[src/rtl/rxq_pkg.sv]
`timescale 1ns/1ps
package rxq_pkg;
  // Trigger threshold chosen by the two upper control bits
  function automatic logic [4:0] trig_of(input logic [1:0] code);
    case (code)
      2'b00:   return 5'd1;
      2'b01:   return 5'd4;
      2'b10:   return 5'd8;
      default: return 5'd14;
    endcase
  endfunction

  // Bits per character frame: start + data + optional parity + stop(s)
  function automatic logic [3:0] frame_bits(input logic [7:0] line_ctl);
    logic [3:0] n;
    n = 4'd1 + {2'b00, line_ctl[1:0]} + 4'd5 + {3'b000, line_ctl[3]};
    n = n + (line_ctl[2] ? 4'd2 : 4'd1);
    return n;
  endfunction
endpackage

[src/rtl/rxq_store.sv]
`timescale 1ns/1ps
module rxq_store #(
  parameter int DEPTH = 16,
  parameter int W     = 8,
  localparam int AW   = $clog2(DEPTH),
  localparam int CW   = $clog2(DEPTH + 1)
) (
  input  logic          clk,
  input  logic          rst_n,
  input  logic          clr,
  input  logic          push,
  input  logic          pop,
  input  logic [W-1:0]  wdata,
  output logic [W-1:0]  head,
  output logic [CW-1:0] count,
  output logic          full,
  output logic          empty
);
  logic [W-1:0]  mem_q [DEPTH];
  logic [AW-1:0] wr_q, wr_n, rd_q, rd_n;
  logic [CW-1:0] cnt_q, cnt_n;
  logic          do_push, do_pop;

  function automatic logic [AW-1:0] bump(input logic [AW-1:0] p);
    return (p == AW'(DEPTH - 1)) ? '0 : p + 1'b1;
  endfunction

  assign full    = (cnt_q == CW'(DEPTH));
  assign empty   = (cnt_q == '0);
  assign do_pop  = pop & ~empty & ~clr;
  assign do_push = push & (~full | do_pop) & ~clr;
  assign head    = mem_q[rd_q];
  assign count   = cnt_q;

  always_comb begin
    wr_n  = wr_q;
    rd_n  = rd_q;
    cnt_n = cnt_q;
    if (clr) begin
      wr_n  = '0;
      rd_n  = '0;
      cnt_n = '0;
    end else begin
      if (do_push) wr_n = bump(wr_q);
      if (do_pop)  rd_n = bump(rd_q);
      case ({do_push, do_pop})
        2'b10:   cnt_n = cnt_q + 1'b1;
        2'b01:   cnt_n = cnt_q - 1'b1;
        default: cnt_n = cnt_q;
      endcase
    end
  end

  always_ff @(posedge clk or negedge rst_n) begin
    if (!rst_n) begin
      wr_q  <= '0;
      rd_q  <= '0;
      cnt_q <= '0;
    end else begin
      wr_q  <= wr_n;
      rd_q  <= rd_n;
      cnt_q <= cnt_n;
    end
  end

  always_ff @(posedge clk) begin
    if (do_push) mem_q[wr_q] <= wdata;
  end


  full_keep_chk: assert property (@(posedge clk) disable iff (!rst_n)
    (full && push && !pop && !clr) |=> (count == CW'(DEPTH)));
endmodule

[src/rtl/rxq_timer.sv]
`timescale 1ns/1ps
module rxq_timer
  import rxq_pkg::*;
#(
  parameter int FRAMES = 4,
  localparam int CW    = $clog2(FRAMES * 12 + 1)
) (
  input  logic       clk,
  input  logic       rst_n,
  input  logic       clr,
  input  logic       restart,
  input  logic       bit_tick,
  input  logic       rd_clr,
  input  logic       nonempty,
  input  logic [7:0] line_ctl,
  output logic       pend
);
  logic [CW-1:0] period;
  logic [CW-1:0] cnt_q, cnt_n;
  logic          run_q, run_n, pend_q, pend_n;
  logic          expire;

  assign period = CW'(FRAMES * int'(frame_bits(line_ctl)));
  assign expire = run_q & bit_tick & (cnt_q == period - 1'b1);
  assign pend   = pend_q;

  always_comb begin
    run_n  = run_q;
    cnt_n  = cnt_q;
    pend_n = pend_q & ~rd_clr;
    if (clr) begin
      run_n  = 1'b0;
      cnt_n  = '0;
      pend_n = 1'b0;
    end else if (restart) begin
      run_n = 1'b1;
      cnt_n = '0;
    end else if (run_q && bit_tick) begin
      if (expire) begin
        run_n = 1'b0;
        cnt_n = '0;
        if (nonempty && !rd_clr) pend_n = 1'b1;
      end else begin
        cnt_n = cnt_q + 1'b1;
      end
    end
  end

  always_ff @(posedge clk or negedge rst_n) begin
    if (!rst_n) begin
      run_q  <= 1'b0;
      cnt_q  <= '0;
      pend_q <= 1'b0;
    end else begin
      run_q  <= run_n;
      cnt_q  <= cnt_n;
      pend_q <= pend_n;
    end
  end


  pend_rise_chk: assert property (@(posedge clk) disable iff (!rst_n)
    $rose(pend) |-> $past(bit_tick && run_q));

  rd_clear_chk: assert property (@(posedge clk) disable iff (!rst_n)
    rd_clr |=> !pend);
endmodule

[src/rtl/uart_rx_queue.sv]
`timescale 1ns/1ps
module uart_rx_queue
  import rxq_pkg::*;
#(
  parameter int DEPTH     = 16,
  parameter int TO_FRAMES = 4,
  localparam int CW       = $clog2(DEPTH + 1)
) (
  input  logic          clk,
  input  logic          rst_n,
  input  logic          rx_valid,
  input  logic [7:0]    rx_byte,
  input  logic          rx_break,
  input  logic          rbr_rd,
  input  logic          status_rd,
  input  logic          fcr_wr,
  input  logic [7:0]    fcr_wdata,
  input  logic [7:0]    lcr,
  input  logic          bit_tick,
  output logic [7:0]    rd_data,
  output logic [CW-1:0] level,
  output logic          data_ready,
  output logic          overrun,
  output logic          brk,
  output logic          trig_hit,
  output logic          timeout_pend,
  output logic [7:0]    fcr_q
);
  localparam logic [7:0] FCR_KEEP = 8'hC9;

  logic [7:0]    fcr_r, fcr_n;
  logic [7:0]    hold_q, hold_n;
  logic          hdr_q, hdr_n, ov_q, ov_n, brk_q, brk_n;
  logic          fifo_en, flush, rx_ev;
  logic [7:0]    ev_byte;
  logic          q_push, q_pop, q_full, q_empty;
  logic [7:0]    q_head;
  logic [CW-1:0] q_cnt;
  logic          t_restart, t_clr, ov_set, brk_clr;

  assign fifo_en = fcr_r[0];
  assign flush   = fcr_wr & (fcr_wdata[1] | (fcr_wdata[0] ^ fcr_r[0]));
  assign rx_ev   = rx_valid | rx_break;
  assign ev_byte = rx_break ? 8'h00 : rx_byte;
  assign q_push  = fifo_en & rx_ev;
  assign q_pop   = fifo_en & rbr_rd;

  rxq_store #(.DEPTH(DEPTH), .W(8)) u_store (
    .clk(clk), .rst_n(rst_n), .clr(flush),
    .push(q_push), .pop(q_pop), .wdata(ev_byte),
    .head(q_head), .count(q_cnt), .full(q_full), .empty(q_empty)
  );

  assign t_restart = (q_push | (q_pop & (q_cnt > CW'(1)))) & ~flush;
  assign t_clr     = flush | ~fifo_en;

  rxq_timer #(.FRAMES(TO_FRAMES)) u_timer (
    .clk(clk), .rst_n(rst_n), .clr(t_clr), .restart(t_restart),
    .bit_tick(bit_tick), .rd_clr(rbr_rd), .nonempty(~q_empty),
    .line_ctl(lcr), .pend(timeout_pend)
  );

  // Status and holding-register next state
  always_comb begin
    fcr_n  = fcr_r;
    hold_n = hold_q;
    hdr_n  = hdr_q;
    if (fcr_wr) fcr_n = fcr_wdata & FCR_KEEP;

    ov_set = 1'b0;
    if (rx_ev && !flush) begin
      if (fifo_en) ov_set = q_full & ~rbr_rd;
      else         ov_set = hdr_q & ~rbr_rd;
    end

    if (flush) begin
      hdr_n = 1'b0;
    end else if (!fifo_en) begin
      if (rx_ev) begin
        hold_n = ev_byte;
        hdr_n  = 1'b1;
      end else if (rbr_rd) begin
        hdr_n = 1'b0;
      end
    end

    brk_clr = status_rd | flush |
              (rbr_rd & (fifo_en ? (q_cnt <= CW'(1)) : 1'b1));
    brk_n = (rx_break & ~flush) | (brk_q & ~brk_clr);
    ov_n  = ov_set | (ov_q & ~status_rd);
  end

  always_ff @(posedge clk or negedge rst_n) begin
    if (!rst_n) begin
      fcr_r  <= '0;
      hold_q <= '0;
      hdr_q  <= 1'b0;
      ov_q   <= 1'b0;
      brk_q  <= 1'b0;
    end else begin
      fcr_r  <= fcr_n;
      hold_q <= hold_n;
      hdr_q  <= hdr_n;
      ov_q   <= ov_n;
      brk_q  <= brk_n;
    end
  end

  assign fcr_q      = fcr_r;
  assign overrun    = ov_q;
  assign brk        = brk_q;
  assign data_ready = fifo_en ? ~q_empty : hdr_q;
  assign level      = fifo_en ? q_cnt : CW'(hdr_q);
  assign rd_data    = fifo_en ? (q_empty ? 8'h00 : q_head) : hold_q;
  assign trig_hit   = fifo_en ? (~q_empty & (int'(q_cnt) >= int'(trig_of(fcr_r[7:6]))))
                              : hdr_q;


  ov_cause_chk: assert property (@(posedge clk) disable iff (!rst_n)
    $rose(overrun) |-> $past(rx_valid || rx_break));

  brk_cause_chk: assert property (@(posedge clk) disable iff (!rst_n)
    $rose(brk) |-> $past(rx_break));

  mode_flush_chk: assert property (@(posedge clk) disable iff (!rst_n)
    (fcr_wr && (fcr_wdata[0] != fcr_q[0])) |=> (level == '0 && !data_ready && !timeout_pend));
endmodule

[config.mk]
export PLATFORM = sky130hd
export DESIGN_NAME = uart_rx_queue
export DESIGN_NICKNAME = d
export VERILOG_FILES = /design/src/rtl/rxq_pkg.sv /design/src/rtl/rxq_store.sv /design/src/rtl/rxq_timer.sv /design/src/rtl/uart_rx_queue.sv
export SDC_FILE = /design/constraint.sdc
export NUM_CORES = 1
export LEC_CHECK = 0
export BUFFER_PORTS_ARGS = -buffer_cell sky130_fd_sc_hd__buf_4
export CAP_MARGIN = 15
export CORE_MARGIN = 2
export CORE_UTILIZATION = 45
export DETAILED_ROUTE_END_ITERATION = 10
export HOLD_SLACK_MARGIN = 0.12
export PLACE_DENSITY = 0.62
export SETUP_SLACK_MARGIN = 0.05
export SLEW_MARGIN = 20
export SYNTH_ARGS = -nofsm -noshare
export SYNTH_HDL_FRONTEND = slang
export SYNTH_SLANG_ARGS = --single-unit
[constraint.sdc]
create_clock -name clk -period 7.8 [get_ports clk]
set_clock_uncertainty 0.15 [all_clocks]
set_input_delay 1.56 -clock clk [delete_from_list [all_inputs] [get_ports clk]]
set_output_delay 1.56 -clock clk [all_outputs]
set_load 0.02 [all_outputs]
==> key figures, run 1 <==
Setup path
  • CP Launch Type: register
  • RR Endpoint: u_store.mem_q[12][3]
  • R2r setup slk: approximately 4.8 ns
  • WP data arrival: 2.77 ns
  • Cell count along the critical path: 7
  • Worst path max stage delay: 0.55 ns
  • CP Cell Sequence: inv_1 -> ha_1 -> or4b_1 -> nand2_1 -> a21oi_1 -> a21o_1 -> buf_4
  • Family with the most delay on the worst path: simple AND/OR/NAND/NOR gates
  • Crit-path max FO: 10
  • WS Path Type: register to output pin
  • Crit-path slowest cell: or4b_1
  • Path depth of the worst reg2reg path: 7
  • WP buf/inv: 2
  • Critical Path RT: 6.09 ns
  • Crit end category: output pin
  • Worst reg2reg path startpoint: u_store.count[0]

Clock tree
  • Postcts setup bufs: 0
  • Hold-fix buffers, CTS: 0
  • Worst skew pair latency: 0.42 ns
  • CTS root buf: clkbuf_16
  • Clock Pin Slew Worst Setup and Hold Paths: 0.06 ns
  • Longest Clk Path Bufs: 2
  • CTS Buf Count: 17
  • H-tree depth: 4
  • TritonCTS clock tree: yes
  • Post_cts resized: 0
  • CTS sink cnt: 164

Run
  • Max Cap Viol: 0

Synth
  • Seq/Total Area, Yosys: 64.6%
  • Synth Instances: 490
  • Avg Cell Area, Syn: 15.0 um2
  • Area contributors post-synth: edfxtp_1 (52%), dfrtp_1 (12%), mux4_2 (9.8%), ha_1 (3.4%), a22oi_1 (1.6%)
  • Main synth FF type: edfxtp_1
  • Synth cell types: 51
  • Top cell type's share of synthesized area: about 52%
  • Top cells by count, synth: edfxtp_1 (128), dfrtp_1 (36), mux4_2 (32), nor2_1 (31), nand2_1 (28)
  • Count leader, synth: edfxtp_1
  • Mapped Area: approximately 0.0073 mm2
  • Synth area leader: edfxtp_1
  • EDFF count, synth: 128
  • FF+latch count, synth: between 150 and 200
  • Post-synthesis async set-or-reset flop share: a little over a fifth
  • Synth warn: 0

Global route
  • Initial antenna violation count: 0
  • Vias in the first global route: 4375
  • First-pass GRT wire length: 24100 um
  • Total grt overflow: 0
  • Largest net degree at the start of global routing: 38
  • Gr usage total: 18.5%

Routing
  • Drt via density: approximately 5.5
  • WL final: 15200 um
  • DRC Markers: 0
  • Total number of vias: 4226
  • Antenna Nets Post-Route: 0
  • TritonRoute pass-1 iters: 5
  • Detailed Route Iter0 Violations: 239
  • WL per Instance: ~20 um

Hold path
  • Hold Path Cell Cnt: 1
  • Worst hold path class: register to register
  • Hold Path End: overrun
  • Hold wc startpoint: overrun

Pwr
  • Reg power frac: 43.8%
  • Worst IR Drop VDD: 0.000228 V
  • Pleak: roughly 3.2 nW
  • Clock Power Share: roughly 37%
  • Switching part of the total: between 20% and 30%
  • Psw: 0.000633 W
  • Internal power: 0.00169 W
  • Power Dens Cells: 273 mW/mm2
  • Combinational power share: approximately a fifth

Timing
  • Final WS setup: 3.32 ns
  • Final Hold Fails: 0
  • Final setup violating endpoints: 0
  • Max_slew headroom: 32.1%
  • Fmax: 0.223 GHz
  • Hold Worst Slack: 0.342 ns
  • RSZ-0062 raised after global routing: false
  • Sum Neg Setup Slack: 0 ns
  • Final cycle utilization of the critical path: 57.5%
  • Worst-Margin Slew: 1.01 ns
  • Fin crit period: 4.48 ns
  • Slew Limit Fails: 0

Place
  • Place WS: 3.46 ns
  • Post-DP HPWL: around 9800 um
  • Gpl congestion: 0.779
  • Port bufs: 46
  • Placed cell count: 730

Layout
  • NumNets Final: between 500 and 600
  • Diodes inserted: 0
  • Post-layout util: 53.3%
  • Area grow syn2layout: 15.8%
  • Share of cells above drive strength 1: 24.7%
  • Final Non-Filler Cells: 762

Status
  • Outcome: complete, no violations

Die
  • # IOs: 58
  • Initial core utilization: 46.1%
  • Core area: 0.0159 mm2
  • Die W: 132 um
  • Floorplan row count: 46
  • Die footprint: 0.0174 mm2
  • Vert. Die Dim: 132 um
[layer usage]
layer / global-route usage (%) / vias up / wire length (um)
met2: 31.1 / 107 / 7680
met1: 24.4 / 2163 / 6650
met5: 0 / - / 0
li1: - / 1945 / -
met4: 5.25 / 0 / 110
met3: 4.27 / 11 / 786
[cells by family (layout without fill, tap and decap cells)]
| kind of cell | after synthesis | in the layout | synth area share (%) |
|---|---|---|---|
| XOR/XNOR | 18 | 18 | 2.15 |
| buffers and inverters | 49 | 102 | 3.00 |
| adder cells (fa/ha/maj) | 22 | 22 | 3.95 |
| flip-flops | 164 | 164 | 64.6 |
| other | 1 | 4 | 0.0511 |
| AND/OR/NAND/NOR | 105 | 105 | 6.81 |
| AO/OA/AOI/OAI | 88 | 88 | 7.97 |
| multiplexers | 43 | 43 | 11.5 |
[area by class of cell]
class                   count  area, um2
fillers                  1303       7440
flip-flops and latches    164       4750
multi-input cells         280       2430
clock buffers              17        425
repair buffers             48        360
well taps                 216        270
clock inverters            15        190
inverters                  22       82.6
[power by group through the flow]
stage | combinational [W] | clock [W] | sequential (W)
global placement | 0.000430 | 0 | 0.00103
finish | 0.000438 | 0.000866 | 0.00102
floorplan | 0.000331 | 0 | 0.00101
CTS | 0.000443 | 0.000883 | 0.00102
detailed placement | 0.000441 | 0 | 0.00103
global route | 0.000483 | 0.000921 | 0.00102
[stage by stage]
step	cell area, um2	total power (W)
3_5_place_dp	7870	0.00148
6_report	8500	0.00232
4_1_cts	8480	0.00234
3_3_place_gp	7870	0.00146
5_1_grt	8500	0.00243
2_1_floorplan	7360	0.00134
[state kept, by name (all words and copies together), names as in the netlist]
register,count
brk,1
fcr_q,4
hdr_q,1
hold_q,8
overrun,1
u_store.count,5
u_store.mem_q,128
u_store.rd_q,4
u_store.wr_q,4
u_timer.cnt_q,6
u_timer.pend,1
u_timer.run_q,1
[cell usage in the layout, fill, tap and decap left out, types with 4 or more instances in the layout]
master / count
edfxtp_1: 128
a22oi_1: 16
a21o_1: 14
nor3_1: 5
nor2b_2: 8
clkbuf_16: 17
nand2_1: 28
ha_1: 20
nand3_1: 8
a211oi_1: 5
nand2b_1: 4
xor2_1: 8
and2_1: 5
inv_6: 5
inv_1: 22
mux4_2: 32
a21oi_1: 19
conb_1: 4
mux2_2: 9
o21ai_0: 13
xnor2_1: 10
dfrtp_1: 34
nor2_1: 31
buf_4: 48
[worst max path at each step]
stage                                  end  slack, ns             start
after global placement    u_timer.cnt_q[5]       3.55            lcr[0]
after floorplan               u_timer.pend       3.77            lcr[0]
after detailed placement  u_timer.cnt_q[0]       3.46            lcr[0]
after CTS                       rd_data[4]       3.25   u_store.rd_q[0]
final                           rd_data[5]       3.32  u_store.count[0]
after global routing            rd_data[3]       3.19  u_store.count[0]
Note: power is estimated with default switching activity, not from simulation.
==> inputs of run 2 (changes only) <==
ABC_AREA = 1   (was not set)
PLACE_DENSITY = 0.61   (was 0.62)
clock period = 4.4 ns   (was 7.8 ns; I/O delays follow)
==> run 2 against run 1 <==
  * Via count up 32%
  * Design area up 6.8%
  * Combinational power up 140%
  * Global-route usage up 2.2 points
  * Critical path depth up 1
==> key figures, run 2 <==
Die
  • Die footprint: 0.0189 mm2 (was 0.0174 mm2)
  • Initial core utilization: 46.1% (about the same)
  • # IOs: 58 (unchanged)
  • Floorplan row count: 48 (was 46)
  • Core area: 0.0174 mm2 (was 0.0159 mm2)
  • Vert. Die Dim: 137 um (was 132 um)
  • Die W: 137 um (was 132 um)

Timing
  • Final cycle utilization of the critical path: 90.7%
  • RSZ-0062 raised after global routing: false (unchanged)
  • Final Hold Fails: 0 (unchanged)
  • Slew Limit Fails: 0 (unchanged)
  • Max_slew headroom: 36.9% (was 32.1%)
  • Sum Neg Setup Slack: 0 ns (unchanged)
  • Fmax: 0.251 GHz
  • Fin crit period: 3.99 ns
  • Worst-Margin Slew: 0.946 ns (was 1.01 ns)
  • Final setup violating endpoints: 0 (unchanged)

Setup path
  • R2r setup slk: 1.48 ns (was 4.76 ns)
  • Crit-path max FO: 20 (was 10)
  • Worst Setup SP: u_store.rd_q[1] (was u_store.count[0])
  • Family with the most delay on the worst path: simple AND/OR/NAND/NOR gates (unchanged)
  • Worst reg2reg path startpoint: u_store.count[0] (unchanged)
  • WS Path Type: register to output pin (unchanged)
  • Critical Path RT: 3.37 ns (was 6.09 ns)
  • CP Launch Type: register (unchanged)
  • Crit-path slowest cell: dfrtp_1 (was or4b_1)
  • RR Endpoint: u_store.mem_q[0][4] (was u_store.mem_q[12][3])
  • Crit end category: output pin (unchanged)
  • CP Cell Sequence: nand2_1 -> a21oi_1 -> o21ai_0 -> nand4_1 -> nand2_1 -> nand2_1 -> o21ai_1 -> buf_4 (was inv_1 -> ha_1 -> or4b_1 -> nand2_1 -> a21oi_1 -> a21o_1 -> buf_4)
  • Worst path max stage delay: 0.88 ns (was 0.55 ns)
  • Cell count along the critical path: 8 (was 7)
  • Top cell by count, worst path: nand2_1
  • WP buf/inv: 1 (was 2)
  • Path depth of the worst reg2reg path: 11 (was 7)
  • CP endpoint: rd_data[1] (was rd_data[5])
  • WP data arrival: 2.96 ns (was 2.77 ns)

Synth
  • Synth warn: 0 (unchanged)
  • FF+latch count, synth: 164 (unchanged)
  • Top cells by count, synth: nand2_1 (161), edfxtp_1 (128), inv_1 (93), nor2_1 (88), o21ai_0 (72) (was edfxtp_1 (128), dfrtp_1 (36), mux4_2 (32), nor2_1 (31), nand2_1 (28))
  • Top cell type's share of synthesized area: 48.0% (was 52.3%)
  • Mapped Area: 0.00801 mm2 (was 0.00734 mm2)
  • Area contributors post-synth: edfxtp_1 (48%), dfrtp_1 (11%), nand2_1 (7.5%), o21ai_0 (4.5%), inv_1 (4.4%) (was edfxtp_1 (52%), dfrtp_1 (12%), mux4_2 (9.8%), ha_1 (3.4%), a22oi_1 (1.6%))
  • Post-synthesis async set-or-reset flop share: 22.0% (unchanged)
  • Main synth FF type: edfxtp_1 (unchanged)
  • EDFF count, synth: 128 (unchanged)
  • Synth cell types: 42 (was 51)
  • Seq/Total Area, Yosys: 59.3% (was 64.6%)
  • Synth area leader: edfxtp_1 (unchanged)
  • Synth Instances: 807 (was 490)
  • Count leader, synth: nand2_1 (was edfxtp_1)
  • Avg Cell Area, Syn: 9.92 um2 (was 15.0 um2)

Layout
  • Biggest regs: u_store.mem_q (128), hold_q (8), u_timer.cnt_q (6) (unchanged)
  • Final Non-Filler Cells: 1089 (was 762)
  • Top reg by flops: u_store.mem_q (unchanged)
  • Area grow syn2layout: 13.3% (was 15.8%)
  • Share of cells above drive strength 1: 14.0% (was 24.7%)
  • NumNets Final: 904 (was 587)
  • FILL cells: 1569 (was 1303)
  • Most frequent cells in the layout: nand2_1 (161), edfxtp_1 (128), inv_1 (93), nor2_1 (85), o21ai_0 (72) (was edfxtp_1 (128), buf_4 (48), dfrtp_1 (34), mux4_2 (32), nor2_1 (31))
  • Max reg flops: 128 (unchanged)
  • Most common library cell in the layout ignoring fill and taps: nand2_1 (was edfxtp_1)

Clock tree
  • H-tree depth: 4 (unchanged)
  • CTS root buf: clkbuf_16 (unchanged)
  • Clock Pin Slew Worst Setup and Hold Paths: 0.06 ns (about the same)
  • TritonCTS clock tree: yes (unchanged)
  • Postcts setup bufs: 0 (unchanged)
  • Hold-fix buffers, CTS: 0 (unchanged)
  • CTS Buf Count: 17 (unchanged)
  • Post_cts resized: 0 (unchanged)
  • Longest Clk Path Bufs: 2 (unchanged)
  • CTS sink cnt: 164 (unchanged)
  • Worst skew pair latency: 0.43 ns (was 0.42 ns)

Place
  • Post-DP HPWL: 12000 um (was 9850 um)
  • Placed cell count: 1056 (was 730)
  • Port bufs: 46 (unchanged)
  • Gpl congestion: 0.875 (was 0.779)

Pwr
  • Worst IR Drop VDD: 0.000331 V (was 0.000228 V)
  • Power Dens Cells: 466 mW/mm2 (was 273 mW/mm2)
  • Design Power: 0.00423 W (was 0.00232 W)
  • Pleak: 3.78 nW (was 3.16 nW)

Run
  • Max Cap Viol: 0 (unchanged)

Global route
  • Initial antenna violation count: 0 (unchanged)
  • Largest net degree at the start of global routing: 90 (was 38)
  • First-pass GRT wire length: 29100 um (was 24100 um)
  • Vias in the first global route: 5616 (was 4375)
  • Total grt overflow: 0 (unchanged)
  • Gr usage total: 20.7% (was 18.5%)

Routing
  • WL per Instance: 16.6 um (was 20.0 um)
  • Antenna Nets Post-Route: 0 (unchanged)
  • Detailed Route Iter0 Violations: 400 (was 239)
  • Drt via density: 5.14 (was 5.55)
  • WL final: 18100 um (was 15200 um)
  • Total number of vias: 5594 (was 4226)
  • TritonRoute pass-1 iters: 5 (unchanged)
  • DRC Markers: 0 (unchanged)

Hold path
  • Worst hold path class: input pin to async pin (was register to register)

Status
  • Outcome: complete, no violations (unchanged)
-- run 2: changes by cell type after synthesis, sizes merged, moves of 9 or more --
cell,change
nand2,+140
inv,+75
nor2,+71
o21ai,+68
nand3,+55
mux4,-32
nand4,+19
a22oi,-16
a21o,-14
nor2b,-11
a21oi,+9
-- run 2: through the flow --
| step | instance area [um2] | hold slack [ns] | util (%) | setup WS [ns] |
|---|---|---|---|---|
| after floorplan | 8020 | 0.337 | - | 1.19 |
| after global routing | 9070 | 0.295 | 52.3 | 0.180 |
| after detailed placement | 8530 | 0.346 | 49.1 | 0.826 |
| after CTS | 9070 | 0.271 | 52.3 | 0.385 |
| after global placement | 8530 | 0.341 | 49.1 | 0.851 |
| final | 9080 | 0.261 | 52.3 | 0.411 |
-- run 2: routing by layer --
layer,routed length (um),share of wire (%),track usage [%]
met3,677,3.7,3.79
met1,8380,46,28.2
met5,0,0,0
met4,486,2.7,8.82
met2,8520,47,32.6
-- run 2: power by group --
group | switching, W | leakage [nW] | internal, W
logic | 0.000692 | 1.87 | 0.000339
clock network | 0.000651 | 0.263 | 0.000736
registers | 0.0000730 | 1.64 | 0.00174
-- run 2: how the worst min path moves through the flow --
stage            startpoint               end  slack [ns]  cells past startpoint
6_report              rst_n  u_store.count[2]        0.26                      1
5_1_grt               rst_n          fcr_q[3]        0.29                      1
3_5_place_dp   u_timer.pend      u_timer.pend        0.35                      2
4_1_cts               rst_n          fcr_q[6]        0.27                      1
3_3_place_gp        overrun           overrun        0.34                      2
2_1_floorplan     hold_q[7]         hold_q[7]        0.34                      2
-- run 2: area by class of cell --
type                    instances  area [um2]  share of cell area, %
diodes                          1        2.50                 0.0276
clock buffers                  17         425                   4.69
clock inverters                15         120                   1.32
inverters                     100         385                   4.25
multi-input cells             511        2700                   29.7
flip-flops and latches        164        4750                   52.3
well taps                     225         282                   3.10
repair buffers                 56         420                   4.63
-- run 2: kinds of logic after synthesis --
group	after synthesis	synth area share (%)
muxes	1	0.141
AOI/OAI and AO/OA	118	7.72
buffers and inverters	135	7.33
adders and majority gates	22	3.63
and+or+nand+nor	357	20.9
xor gates and xnor gates	9	0.984
DFF	164	59.2
other	1	0.0468
==> inputs of run 3 (changes only) <==
ABC_CLOCK_PERIOD_IN_PS = 4400   (was not set)
SYNTH_HIERARCHICAL = 1   (was not set)
==> run 3 against run 2 <==
  * Fmax increased by 9.0%
  * Routed wire length decreased by 2.8%
  * Largest power group unchanged
  * Critical endpoint is now rd_data[3]
  * Largest cell class unchanged
  * Sequential power increased by 2%
  * Final cell count decreased by 3.7%
  * First-iteration DRC count decreased by 21%
==> key figures, run 3 <==
Status
  • Outcome: complete, no violations (unchanged)

Clock tree
  • CTS sink cnt: 164 (unchanged)
  • Postcts setup bufs: 0 (unchanged)
  • CTS root buf: clkbuf_16 (unchanged)
  • TritonCTS clock tree: yes (unchanged)
  • CTS Buf Count: 17 (unchanged)
  • Post_cts resized: 0 (unchanged)
  • Longest Clk Path Bufs: 2 (unchanged)
  • Worst skew pair latency: 0.43 ns (about the same)
  • H-tree depth: 4 (unchanged)
  • Clock Pin Slew Worst Setup and Hold Paths: 0.07 ns (was 0.06 ns)
  • Hold-fix buffers, CTS: 0 (unchanged)

Pwr
  • Design Power: 0.00460 W (was 0.00423 W)
  • Pleak: 3.69 nW (was 3.78 nW)
  • Worst IR Drop VDD: 0.000360 V (was 0.000331 V)
  • Power Dens Cells: 514 mW/mm2 (was 466 mW/mm2)

Layout
  • Biggest regs: u_store/mem_q (128), hold_q (8), u_timer/cnt_q (6) (was u_store.mem_q (128), hold_q (8), u_timer.cnt_q (6))
  • Final instance area: 0.00894 mm2 (was 0.00908 mm2)
  • NumNets Final: 862 (was 904)
  • Area grow syn2layout: 13.5% (was 13.3%)
  • Diodes inserted: 0 (was 1)
  • Top reg by flops: u_store/mem_q (was u_store.mem_q)
  • Share of cells above drive strength 1: 16.0% (was 14.0%)
  • Most frequent cells in the layout: nand2_1 (186), edfxtp_1 (128), inv_1 (80), nand3_1 (66) (was nand2_1 (161), edfxtp_1 (128), inv_1 (93), nor2_1 (85), o21ai_0 (72))
  • Max reg flops: 128 (unchanged)
  • Most common library cell in the layout ignoring fill and taps: nand2_1 (unchanged)

Routing
  • Total number of vias: 5537 (was 5594)
  • Drt via density: 5.28 (was 5.14)
  • TritonRoute pass-1 iters: 5 (unchanged)
  • Detailed Route Iter0 Violations: 316 (was 400)
  • WL per Instance: 16.7 um (was 16.6 um)
  • DRC Markers: 0 (unchanged)
  • WL final: 17600 um (was 18100 um)
  • Antenna Nets Post-Route: 0 (unchanged)

Timing
  • RSZ-0062 raised after global routing: false (unchanged)
  • Max_slew headroom: 46.8% (was 36.9%)
  • Final Hold Fails: 0 (unchanged)
  • Final WS setup: 0.741 ns (was 0.411 ns)
  • Hold Worst Slack: 0.256 ns (was 0.261 ns)
  • Final setup violating endpoints: 0 (unchanged)
  • Slew Limit Fails: 0 (unchanged)
  • Sum Neg Setup Slack: 0 ns (unchanged)
  • Fmax: 0.273 GHz (was 0.251 GHz)
  • Final cycle utilization of the critical path: 83.2% (was 90.7%)
  • Worst-Margin Slew: 0.795 ns (was 0.946 ns)
  • Fin crit period: 3.66 ns (was 3.99 ns)

Setup path
  • WP buf/inv: 2 (was 1)
  • Family with the most delay on the worst path: buffers and inverters (was simple AND/OR/NAND/NOR gates)
  • CP Launch Type: register (unchanged)
  • CP Cell Sequence: buf_4 -> o21ai_0 -> o211ai_1 -> nand4_1 -> nand2_1 -> nand3_1 -> nand2_1 -> buf_4 (was nand2_1 -> a21oi_1 -> o21ai_0 -> nand4_1 -> nand2_1 -> nand2_1 -> o21ai_1 -> buf_4)
  • WP data arrival: 2.63 ns (was 2.96 ns)
  • Critical Path RT: 3.37 ns (about the same)
  • Crit-path max FO: 80 (was 20)
  • R2r setup slk: 1.27 ns (was 1.48 ns)
  • Crit-path slowest cell: buf_4 (was dfrtp_1)
  • WS Path Type: register to output pin (unchanged)
  • Crit end category: output pin (unchanged)
  • Worst path max stage delay: 0.60 ns (was 0.88 ns)

Synth
  • EDFF count, synth: 128 (unchanged)
  • Synth cell types: 40 (was 42)
  • Avg Cell Area, Syn: 10.2 um2 (was 9.92 um2)
  • Main synth FF type: edfxtp_1 (unchanged)
  • Mapped Area: 0.00788 mm2 (was 0.00801 mm2)
  • FF+latch count, synth: 164 (unchanged)
  • Post-synthesis async set-or-reset flop share: 22.0% (unchanged)
  • Top cells by count, synth: nand2_1 (186), edfxtp_1 (128), inv_1 (80), nand3_1 (66), nor2_1 (50) (was nand2_1 (161), edfxtp_1 (128), inv_1 (93), nor2_1 (88), o21ai_0 (72))
  • Area contributors post-synth: edfxtp_1 (49%), dfrtp_1 (11%), nand2_1 (8.9%), nand3_1 (4.2%), inv_1 (3.8%) (was edfxtp_1 (48%), dfrtp_1 (11%), nand2_1 (7.5%), o21ai_0 (4.5%), inv_1 (4.4%))
  • Top cell type's share of synthesized area: 48.8% (was 48.0%)
  • Synth area leader: edfxtp_1 (unchanged)
  • Synth Instances: 775 (was 807)
  • Seq/Total Area, Yosys: 60.2% (was 59.3%)
  • Count leader, synth: nand2_1 (unchanged)
  • Synth warn: 6 (was 0)

Die
  • Core area: 0.0172 mm2 (was 0.0174 mm2)
  • Die footprint: 0.0186 mm2 (was 0.0189 mm2)
  • Initial core utilization: 45.9% (was 46.1%)
  • Vert. Die Dim: 136 um (was 137 um)
  • Die W: 136 um (was 137 um)
  • # IOs: 58 (unchanged)
  • Floorplan row count: 48 (unchanged)

Global route
  • Initial antenna violation count: 0 (unchanged)
  • Largest net degree at the start of global routing: 81 (was 90)
  • Gr usage total: 19.7% (was 20.7%)
  • Total grt overflow: 0 (unchanged)
  • Vias in the first global route: 5479 (was 5616)
  • First-pass GRT wire length: 27500 um (was 29100 um)

Hold path
  • Worst hold path class: input pin to async pin (unchanged)

Place
  • Gpl congestion: 0.818 (was 0.875)
  • Post-DP HPWL: 11600 um (was 12000 um)
  • Port bufs: 46 (unchanged)
  • Place WS: 0.894 ns (was 0.826 ns)
  • DP Area: 0.00832 mm2 (was 0.00853 mm2)

Run
  • Max Cap Viol: 0 (unchanged)
==> run 3: final timing paths <==
check                                             to  cells after the start       startpoint
worst max-delay path                      rd_data[3]                      8  u_store/rd_q[0]
worst min-delay path                u_timer/cnt_q[0]                      1            rst_n
max in group asynchronous            u_store/rd_q[1]                      1            rst_n
min in group clk                           hold_q[7]                      2        hold_q[7]
worst min register to register             hold_q[7]                      2        hold_q[7]
worst max register to register  u_store/mem_q[12][3]                     10         fcr_q[0]
==> run 3: worst register-to-register path, delay by kind of cell (launching register included) <==
| family | cells | cell delay, ns |
|---|---|---|
| and+or+nand+nor | 7 | 1.55 |
| buffers and inverters | 3 | 0.65 |
| DFF | 1 | 0.41 |
==> run 3: per-stage QoR <==
stage | std cells | util [%]
after floorplan | 778 | -
after global placement | 1017 | 48.5
after detailed placement | 1017 | 48.5
after CTS | 1049 | 52.0
after global routing | 1049 | 52.0
final | 1049 | 52.0
==> run 3: logic make-up after synthesis <==
group	synth area share, %
fa+ha+maj	3.21
simple gates	20.9
flops	60.2
xor+xnor	1.11
compound gates	7.29
other cells	0.0476
buf+inv	7.10
mux	0.143
==> run 3: report_power, final <==
part	switching, W	leakage, nW	internal, W
clock	0.000660	0.299	0.000863
sequential	0.000106	1.64	0.00174
combinational	0.000824	1.75	0.000401
==> run 3: metal layers <==
metal	part of all wire [%]	GRT usage [%]	vias to the layer above
met5	0	0	-
met4	1.6	7.35	0
met3	4.9	4.06	23
met2	50	33.3	136
met1	43	25.0	2700
li1	-	-	2678
==> run 3: final cells by class <==
| type | instances | area (um2) |
|---|---|---|
| clock buffer | 17 | 425 |
| clock inverter | 15 | 186 |
| fill | 1503 | 8240 |
| inverter | 89 | 337 |
| multi-input combinational | 489 | 2580 |
| sequential | 164 | 4750 |
| tap | 225 | 282 |
| timing repair buffer | 50 | 375 |
